==> config.mk <==
export PLATFORM = sky130hd
export DESIGN_NAME = cache_maint_queue
export DESIGN_NICKNAME = d
export VERILOG_FILES = /design/src/rtl/cache_maint_queue.sv
export SDC_FILE = /design/constraint.sdc
export NUM_CORES = 1
export LEC_CHECK = 0
export BUFFER_PORTS_ARGS = -buffer_cell sky130_fd_sc_hd__buf_2
export CAP_MARGIN = 20
export CORE_ASPECT_RATIO = 1.5
export CORE_MARGIN = 2
export CORE_UTILIZATION = 53
export DETAILED_ROUTE_END_ITERATION = 16
export HOLD_SLACK_MARGIN = 0.1
export PLACE_DENSITY = 0.74
export SETUP_SLACK_MARGIN = 0.2
export SYNTH_ARGS = -nofsm -noshare
export SYNTH_HDL_FRONTEND = slang
export SYNTH_SLANG_ARGS = --single-unit
==> constraint.sdc <==
create_clock -name clk -period 3.1 [get_ports clk]
set_input_delay 0.62 -clock clk [delete_from_list [all_inputs] [get_ports clk]]
set_output_delay 0.62 -clock clk [all_outputs]
set_load 0.02 [all_outputs]
==> src/rtl/cache_maint_queue.sv <==
module cache_maint_queue #(
  parameter int NCPU    = 2,
  parameter int DEPTH   = 4,
  parameter int LATENCY = 8,
  parameter int AW      = 32
) (
  input  logic                 clk,
  input  logic                 rst_n,
  input  logic                 bus_valid,
  input  logic                 bus_write,
  input  logic [((NCPU>1)?$clog2(NCPU):1)-1:0] bus_cpu,
  input  logic [5:0]           bus_addr,
  input  logic [31:0]          bus_wdata,
  output logic [31:0]          bus_rdata,
  output logic                 cmd_valid,
  output logic [1:0]           cmd_op,
  output logic                 cmd_all,
  output logic [AW-1:0]        cmd_start,
  output logic [AW-1:0]        cmd_size,
  output logic [((NCPU>1)?$clog2(NCPU):1)-1:0] cmd_cpu,
  output logic                 sync_done,
  output logic                 pf_flush
);
  localparam int CW   = (NCPU > 1) ? $clog2(NCPU) : 1;
  localparam int PW   = (DEPTH > 1) ? $clog2(DEPTH) : 1;
  localparam int CNTW = PW + 1;
  localparam int LW   = $clog2(LATENCY + 1);
  localparam logic [5:0] A_MODE  = 6'h00;
  localparam logic [5:0] A_START = 6'h04;
  localparam logic [5:0] A_SIZE  = 6'h08;
  localparam logic [5:0] A_REGST = 6'h0C;
  localparam logic [5:0] A_QST   = 6'h10;
  localparam logic [5:0] A_PRIM  = 6'h14;

  logic          lock_held, stg_armed, stg_ntf;
  logic [CW-1:0] lock_cpu;
  logic [1:0]    stg_op;
  logic [AW-1:0] stg_start;
  logic [NCPU-1:0] fail_f, full_f, ef, pend;

  logic [CW-1:0] q_cpu   [DEPTH];
  logic [1:0]    q_op    [DEPTH];
  logic          q_all   [DEPTH];
  logic          q_ntf   [DEPTH];
  logic [AW-1:0] q_start [DEPTH];
  logic [AW-1:0] q_size  [DEPTH];
  logic [PW-1:0] wr_ptr, rd_ptr;
  logic [CNTW-1:0] count;

  logic          busy, ex_ntf, sync_pend;
  logic [LW-1:0] lat_cnt;
  logic [CW-1:0] ex_cpu;

  logic cpu_ok, acc_wr, acc_rd, is_owner, foreign, mode_good;
  logic wr_mode, wr_start, wr_size, wr_qst, wr_prim, rd_regst;
  logic commit, push, pop, retire, full;
  logic [1:0]    cm_op;
  logic          cm_all, cm_ntf;
  logic [AW-1:0] cm_start, cm_size;
  logic [31:0]   rd_val;

  assign cpu_ok    = int'(bus_cpu) < NCPU;
  assign acc_wr    = bus_valid & bus_write & cpu_ok;
  assign acc_rd    = bus_valid & ~bus_write & cpu_ok;
  assign is_owner  = lock_held & (lock_cpu == bus_cpu);
  assign foreign   = lock_held & ~is_owner;
  assign mode_good = (bus_wdata[1:0] != 2'd3) & ~bus_wdata[18];

  assign wr_mode  = acc_wr & (bus_addr == A_MODE);
  assign wr_start = acc_wr & (bus_addr == A_START);
  assign wr_size  = acc_wr & (bus_addr == A_SIZE);
  assign wr_qst   = acc_wr & (bus_addr == A_QST);
  assign wr_prim  = acc_wr & (bus_addr == A_PRIM);
  assign rd_regst = acc_rd & (bus_addr == A_REGST);

  assign commit = (wr_mode & ~foreign & mode_good & bus_wdata[17])
                | (wr_size & is_owner & stg_armed);
  assign cm_op    = wr_mode ? bus_wdata[1:0] : stg_op;
  assign cm_all   = wr_mode;
  assign cm_ntf   = wr_mode ? bus_wdata[15] : stg_ntf;
  assign cm_start = wr_mode ? '0 : stg_start;
  assign cm_size  = wr_mode ? '0 : AW'(bus_wdata);

  assign full   = (count == CNTW'(DEPTH));
  assign push   = commit & ~full;
  assign pop    = ~busy & (count != '0);
  assign retire = busy & (lat_cnt == LW'(1));

  always_comb begin
    pend = '0;
    for (int k = 0; k < DEPTH; k++)
      if (CNTW'(k) < count) pend[q_cpu[rd_ptr + PW'(k)]] = 1'b1;
    if (busy) pend[ex_cpu] = 1'b1;
  end

  always_comb begin
    rd_val = '0;
    case (bus_addr)
      A_REGST: rd_val = {30'd0, full_f[bus_cpu], fail_f[bus_cpu] | (is_owner & stg_armed)};
      A_QST:   rd_val = {29'd0, ef[bus_cpu], busy & (ex_cpu == bus_cpu), pend[bus_cpu]};
      A_PRIM:  rd_val = {31'd0, sync_pend};
      default: rd_val = '0;
    endcase
  end

  always_ff @(posedge clk) begin
    if (push) begin
      q_cpu[wr_ptr]   <= bus_cpu;
      q_op[wr_ptr]    <= cm_op;
      q_all[wr_ptr]   <= cm_all;
      q_ntf[wr_ptr]   <= cm_ntf;
      q_start[wr_ptr] <= cm_start;
      q_size[wr_ptr]  <= cm_size;
    end
  end

  always_ff @(posedge clk) begin
    if (!rst_n) begin
      lock_held <= 1'b0;
      lock_cpu  <= '0;
      stg_armed <= 1'b0;
      stg_ntf   <= 1'b0;
      stg_op    <= '0;
      stg_start <= '0;
      fail_f    <= '0;
      full_f    <= '0;
      ef        <= '0;
      wr_ptr    <= '0;
      rd_ptr    <= '0;
      count     <= '0;
      busy      <= 1'b0;
      lat_cnt   <= '0;
      ex_cpu    <= '0;
      ex_ntf    <= 1'b0;
      sync_pend <= 1'b0;
      sync_done <= 1'b0;
      pf_flush  <= 1'b0;
      bus_rdata <= '0;
      cmd_valid <= 1'b0;
      cmd_op    <= '0;
      cmd_all   <= 1'b0;
      cmd_start <= '0;
      cmd_size  <= '0;
      cmd_cpu   <= '0;
    end else begin
      cmd_valid <= 1'b0;
      sync_done <= 1'b0;
      pf_flush  <= wr_prim & (bus_wdata == 32'h9);

      if (acc_rd) bus_rdata <= rd_val;

      if (wr_mode) begin
        if (foreign || !mode_good) begin
          fail_f[bus_cpu] <= 1'b1;
        end else begin
          lock_held <= 1'b1;
          lock_cpu  <= bus_cpu;
          stg_op    <= bus_wdata[1:0];
          stg_ntf   <= bus_wdata[15];
          stg_start <= '0;
          stg_armed <= ~bus_wdata[17];
        end
      end
      if (wr_start) begin
        if (is_owner && stg_armed) stg_start <= AW'(bus_wdata);
        else fail_f[bus_cpu] <= 1'b1;
      end
      if (wr_size) begin
        if (is_owner && stg_armed) stg_armed <= 1'b0;
        else fail_f[bus_cpu] <= 1'b1;
      end
      if (commit && full) full_f[bus_cpu] <= 1'b1;
      if (rd_regst) begin
        fail_f[bus_cpu] <= 1'b0;
        full_f[bus_cpu] <= 1'b0;
        if (is_owner) begin
          lock_held <= 1'b0;
          stg_armed <= 1'b0;
        end
      end

      if (push) wr_ptr <= wr_ptr + 1'b1;
      if (pop)  rd_ptr <= rd_ptr + 1'b1;
      count <= count + CNTW'(push) - CNTW'(pop);

      if (pop) begin
        busy      <= 1'b1;
        lat_cnt   <= LW'(LATENCY);
        ex_cpu    <= q_cpu[rd_ptr];
        ex_ntf    <= q_ntf[rd_ptr];
        cmd_valid <= 1'b1;
        cmd_op    <= q_op[rd_ptr];
        cmd_all   <= q_all[rd_ptr];
        cmd_start <= q_start[rd_ptr];
        cmd_size  <= q_size[rd_ptr];
        cmd_cpu   <= q_cpu[rd_ptr];
      end else if (retire) begin
        busy <= 1'b0;
      end else if (busy) begin
        lat_cnt <= lat_cnt - 1'b1;
      end

      if (wr_qst && bus_wdata[2]) ef[bus_cpu] <= 1'b0;
      if (retire && ex_ntf) ef[ex_cpu] <= 1'b1;

      if (wr_prim && bus_wdata == 32'h8) begin
        sync_pend <= 1'b1;
      end else if (sync_pend && count == '0 && !busy) begin
        sync_pend <= 1'b0;
        sync_done <= 1'b1;
      end
    end
  end


  count_bound_chk: assert property (@(posedge clk) disable iff (!rst_n)
    count <= CNTW'(DEPTH));


  lock_keep_chk: assert property (@(posedge clk) disable iff (!rst_n)
    (lock_held && bus_valid && bus_cpu != lock_cpu) |=> (lock_held && $stable(lock_cpu)));


  cmd_gap_chk: assert property (@(posedge clk) disable iff (!rst_n)
    cmd_valid |=> !cmd_valid);


  cmd_src_chk: assert property (@(posedge clk) disable iff (!rst_n)
    cmd_valid |-> $past(count) != '0);


  sync_idle_chk: assert property (@(posedge clk) disable iff (!rst_n)
    sync_done |-> $past(count == '0 && !busy));

  for (genvar g = 0; g < NCPU; g++) begin : g_ef

    ef_source_chk: assert property (@(posedge clk) disable iff (!rst_n)
      $rose(ef[g]) |-> $past(busy && lat_cnt == LW'(1) && ex_ntf && ex_cpu == CW'(g)));
  end
endmodule

==> metrics.yaml, run 1 <==
syn_avg_cell_area_um2: 14.8
ir_worst_vdd_uv: 510
synth_mux_area_share_pct: 10.7
grt_max_degree: 76
dr.first_iter.drc_count: 631
worst_r2r_path_depth: 10
async_flop_share_pct: 0
dpl_worst_slack_ns: 0.0297
antenna_cells: 0
htreeDepth: 2
fillerInstances: 2261
final_nets: 1279
routedWlPerCell_um: 20.9
r2r_start: "lock_cpu"
grt_pass1_vias: 9560
crit_path_end_kind: "register"
area_delta_synth_final_pct: 14.1
coreArea_um2: 30300
status: "completed"
fin_crit_ns: 2.74
p_total_mw: 13.1
synth.most_common_cell: "edfxtp_1"
dp_cells: 1587
wl_met2_um: 18100
critPathArrivalTime_ns: 3.16
hold_ws_ns: 0.387
yosys-top-cells-area: "edfxtp_1 (51%), dfxtp_1 (16%), mux4_2 (9.7%)"
ioPinCount: 146
setup_viol: 0
total_leakage_power_nw: 6.74
yosysTopAreaCellShare_pct: 50.9
synthSimpleGateAreaFrac_pct: 10.3
drt_wl_total_um: 34500
finClkSkew_ns: 0.0132
cp.required_ns: 3.51
cts_sinks: 410
vias: 9248
highest_layer: "met4"
swShare_pct: 28.5
startpoint_type: "register"
synth_compound_area_share_pct: 6.65
wl_met1_um: 13500
hpwl_um: 22000
synthXorXnorAreaFrac_pct: 0.531
crit_path_end: "count[2]"
max_freq_ghz: 0.365
setup_slack_ns: 0.359
port_buffers: 116
worstReg2RegEnd: "count[2]"
power.density_nw_per_um2: 703
r2r_setup_slack_ns: 0.36
grt-ovfl-total: 0
netlist_instances: 1097
fin_tns_setup_ns: 0
row_count: 78
synth_fa_ha_area_share_pct: 0.892
ys_types: 62
die_height_um: 219
path_clk_slew_ns: 0.07
worst_slew_pin_slew_ns: 0.813
cts_tree: "built"
root_buffer: "clkbuf_16"
clockPowerShare_pct: 32.5
rsz0062_at_grt: "false"
layoutNonFillerInstCount: 1652
clkLatencyLatePin_ns: 0.53
postCtsSetupBuffers: 0
drv_slew: 0
p_sw_mw: 3.72
wl_met3_um: 1890
die_w_um: 147
synth_area_um2: 16300
dieArea_um2: 32100
startpoint: "lock_cpu"
ys_warn_count: 0
initial_core_util_pct: 53.8
track_usage_pct: 21.9
drtPass1Iterations: 5
worst_hold_path_type: "primary input to register"
holdBufCountCts: 0
slew_headroom_pct: 45.8
grt_pass1_wl_um: 53900
synth_area_leader_cell: "edfxtp_1"
power.share.combinational_pct: 18.9
antenna_found_initial: 0
fin_crit_sh_pct: 88.4
synth_seq_area_share_pct: 67.4
hold_depth: 3
ant_nets: 0
routed_via_density: 5.60
cts_resized: 0
ys_top_cells_by_count: "edfxtp_1 (276), nand2_1 (156), dfxtp_1 (134), nor2b_1 (101), a21boi_0 (75)"
clk_path_buf_depth: 3
critPathMaxFanout: 5
place_congestion: 0.881
synth_top_family_by_area: "multiplexers"
seqPwrFrac_pct: 48.6
criticalPathCategory: "register to register"
synth-seq-cells: 410
drc_errors: 0
cap_viol_max_count: 0
synthFlopType: "edfxtp_1"
synth-edff-count: 276
cts-buffers-inserted: 36
power.internal_mw: 9.33
hold_viol: 0
drive_above_1_share_pct: 23.8
-- flip-flops by register name (all words and copies together) (netlist names), 8 cells and up, named ones only --
register / count
q_start: 128
cmd_size: 32
q_op: 8
q_size: 128
cmd_start: 32
stg_start: 32
-- metrics by stage --
step	cell area [µm²]	util, %
floorplan	16400	-
global placement	17500	57.7
detailed placement	17500	57.7
CTS	18600	61.4
global route	18600	61.4
finish	18600	61.4
-- layer usage --
metal	global-route usage, %	vias to the layer above
met5	0	-
met4	7.60	0
met3	4.32	52
met2	39.0	276
met1	26.8	4687
li1	-	4233
-- worst min path at each step --
stage | start | end
6_report | bus_wdata[17] | stg_start[17]
5_1_grt | bus_wdata[14] | stg_start[14]
4_1_cts | bus_wdata[17] | stg_start[17]
3_5_place_dp | cmd_start[16] | cmd_start[16]
3_3_place_gp | register | register
2_1_floorplan | register | register
-- area by class of cell --
| type | instances | area (µm²) | share of cell area (%) |
|---|---|---|---|
| Tap cell | 400 | 500 | 2.70 |
| Clock buffer | 53 | 1040 | 5.58 |
| Timing Repair Buffer | 154 | 1070 | 5.76 |
| Inverter | 16 | 60.1 | 0.323 |
| Multi-Input combinational cell | 607 | 4850 | 26.1 |
| Sequential cell | 410 | 11000 | 59.1 |
| Clock inverter | 12 | 68.8 | 0.371 |
-- critical path: stages, from the launching register on --
cell and delay [ns]:
dfxtp_1 0.51, xor2_4 0.12, a2111o_1 0.42, a2111oi_4 0.41, inv_1 0.08, ha_1 0.28, inv_1 0.04, ha_2 0.16
fa_2 0.33, xnor2_1 0.12, and2_1 0.15
-- cell families (layout without fill, tap and decap cells) --
| logic type | after synthesis | count (layout) |
|---|---|---|
| other cells | 1 | 29 |
| simple gates | 328 | 328 |
| compound gates | 145 | 145 |
| xor+xnor | 9 | 9 |
| fa+ha+maj | 11 | 11 |
| mux | 85 | 85 |
| flops | 410 | 410 |
| buf+inv | 108 | 235 |
-- power groups by stage --
stage | Clock (mW) | Sequential, mW | Combinational [mW]
after floorplan | 0 | 6.54 | 1.65
after global placement | 0 | 6.46 | 2.49
after detailed placement | 0 | 6.47 | 2.51
after CTS | 4.32 | 6.36 | 2.52
after global routing | 4.52 | 6.39 | 2.72
final | 4.24 | 6.35 | 2.47
-- layout by cell type (no fill, tap or decap), types with 9 or more instances in the layout --
cell / count
buf_2: 115
mux2i_1: 10
o21ai_0: 10
a22oi_1: 32
nor2b_1: 101
conb_1: 29
edfxtp_1: 276
nor2_1: 18
mux4_2: 70
clkbuf_16: 37
inv_1: 15
ha_1: 9
dfxtp_1: 132
nand2_1: 155
a21boi_0: 75
buf_4: 23
clkbuf_1: 11
buf_12: 16
No activity file was read; power rests on OpenSTA's default activity.
==> inputs of run 2 (changes only) <==
--- a/config.mk
+++ b/config.mk
@@ -9,7 +9,7 @@
 export CAP_MARGIN = 20
 export CORE_ASPECT_RATIO = 1.5
 export CORE_MARGIN = 2
-export CORE_UTILIZATION = 53
+export CORE_UTILIZATION = 55
 export DETAILED_ROUTE_END_ITERATION = 16
 export HOLD_SLACK_MARGIN = 0.1
 export PLACE_DENSITY = 0.74
==> constraint.sdc (replaced) <==
create_clock -name clk -period 2.8 [get_ports clk]
set_input_delay 0.56 -clock clk [delete_from_list [all_inputs] [get_ports clk]]
set_output_delay 0.56 -clock clk [all_outputs]
set_load 0.02 [all_outputs]
==> run 2 against run 1 <==
- wire length rose by 1.0%
- worst setup slack got worse by 0.13 ns
- clock-buffer cell count fell by 3
- core utilization rose by 2.6 points
- critical path depth did not move
- cell count barely moved
- global-route usage rose by 0.99 points
- power rose by 14%
==> metrics.yaml, run 2 (synthesis results as in run 1) <==
clk_path_buf_depth: 3
p_sw_mw: 4.10
die_height_um: 215
grt_pass1_vias: 9409
cp.required_ns: 3.22
crit_path_end_kind: "register"
power.density_nw_per_um2: 794
hold_viol: 0
p_total_mw: 14.9
rsz0062_at_grt: "true"
swShare_pct: 27.6
layoutNonFillerInstCount: 1653
antenna_cells: 0
cts_sinks: 410
root_buffer: "clkbuf_16"
critPathMaxFanout: 5
finClkSkew_ns: 0.0191
layout_common_cells: "edfxtp_1 (276), nand2_1 (155), dfxtp_1 (131)"
place_congestion: 0.938
track_usage_pct: 22.9
drt_wl_total_um: 34800
slew_headroom_pct: 46.0
worst_hold_path_type: "primary input to register"
vias: 9363
die_w_um: 144
ir_worst_vdd_uv: 498
power.share.combinational_pct: 18.8
ioPinCount: 146
holdBufCountCts: 0
clockPowerShare_pct: 34.6
seqPwrFrac_pct: 46.6
cap_viol_max_count: 0
reg_top3: "q_size: 128 flops, q_start: 128 flops"
power.internal_mw: 10.8
ant_nets: 0
drc_errors: 0
path_clk_slew_ns: 0.06
grt_pass1_wl_um: 53300
startpoint_type: "register"
fin_tns_setup_ns: 0
postCtsSetupBuffers: 0
grt_max_degree: 73
utilization_pct: 64.0
drtPass1Iterations: 5
status: "completed"
worst_slew_pin_slew_ns: 0.810
total_leakage_power_nw: 6.84
fin_crit_sh_pct: 91.9
grt-ovfl-total: 0
area_delta_synth_final_pct: 15.2
port_buffers: 116
coreArea_um2: 29300
htreeDepth: 2
dpl_cell_area_um2: 17500
postLayoutCellArea_um2: 18700
fin_crit_ns: 2.57
final_common_cell: "edfxtp_1"
antenna_found_initial: 0
initial_core_util_pct: 55.5
setup_viol: 0
cts-buffers-inserted: 37
criticalPathCategory: "register to register"
cts_tree: "built"
critPathArrivalTime_ns: 3.00
dr.first_iter.drc_count: 662
final_nets: 1284
dp_cells: 1586
drv_slew: 0
routedWlPerCell_um: 21.1
max_freq_ghz: 0.388
row_count: 77
routed_via_density: 5.66
drive_above_1_share_pct: 24.5
dieArea_um2: 31000
hpwl_um: 22200
clkLatencyLatePin_ns: 0.53
[run 2: worst paths after layout]
check | startpoint | slack [ns] | depth (start not counted) | to
max | lock_cpu | 0.23 | 10 | count[2]
min | bus_wdata[17] | 0.35 | 3 | stg_start[17]
max reg2reg | lock_cpu | 0.23 | 10 | count[2]
min reg2reg | cmd_size[18] | 0.46 | 2 | cmd_size[18]
[run 2: per-stage QoR]
stage               hold slack [ns]  setup slack (ns)
floorplan                     0.431            -0.168
global placement              0.445            -0.131
detailed placement            0.454            -0.147
CTS                           0.330             0.227
global route                  0.359             0.127
finish                        0.349             0.226
[run 2: metal layers]
| layer | track usage (%) | share of wire [%] |
|---|---|---|
| met5 | 0 | 0 |
| met3 | 2.97 | 5.1 |
| met4 | 6.18 | 2.3 |
| met1 | 29.6 | 40 |
| met2 | 40.7 | 53 |
[run 2: cell type report]
| type | count | area (µm²) |
|---|---|---|
| sequential | 410 | 11000 |
| multi-input combinational | 607 | 4850 |
| tap | 395 | 494 |
| timing repair buffer | 158 | 1110 |
| clock inverter | 17 | 194 |
| fill | 2178 | 10500 |
| clock buffer | 50 | 1050 |
| inverter | 16 | 60.1 |
[run 2: worst max-delay path, stage by stage, from the launching register on]
cell and delay (ns):
dfxtp_4 0.37, xor2_4 0.18, a2111o_1 0.42, a2111oi_4 0.34, inv_1 0.08, ha_1 0.28
inv_1 0.04, ha_2 0.16, fa_2 0.33, xnor2_1 0.13, and2_1 0.15
[run 2: timing repair]
action | in CTS | in global routing
pin swaps | 0 | 0
endpoints found under the setup margin | 2 | 2
resized for setup | 1 | 1
[run 2: power by group through the flow]
stage | logic [mW] | registers (mW) | clock network [mW]
after floorplan | 1.83 | 7.24 | 0
after global placement | 2.83 | 7.06 | 0
after detailed placement | 2.84 | 7.07 | 0
after CTS | 2.85 | 6.94 | 5.24
after global routing | 3.09 | 6.97 | 5.45
final | 2.80 | 6.93 | 5.15
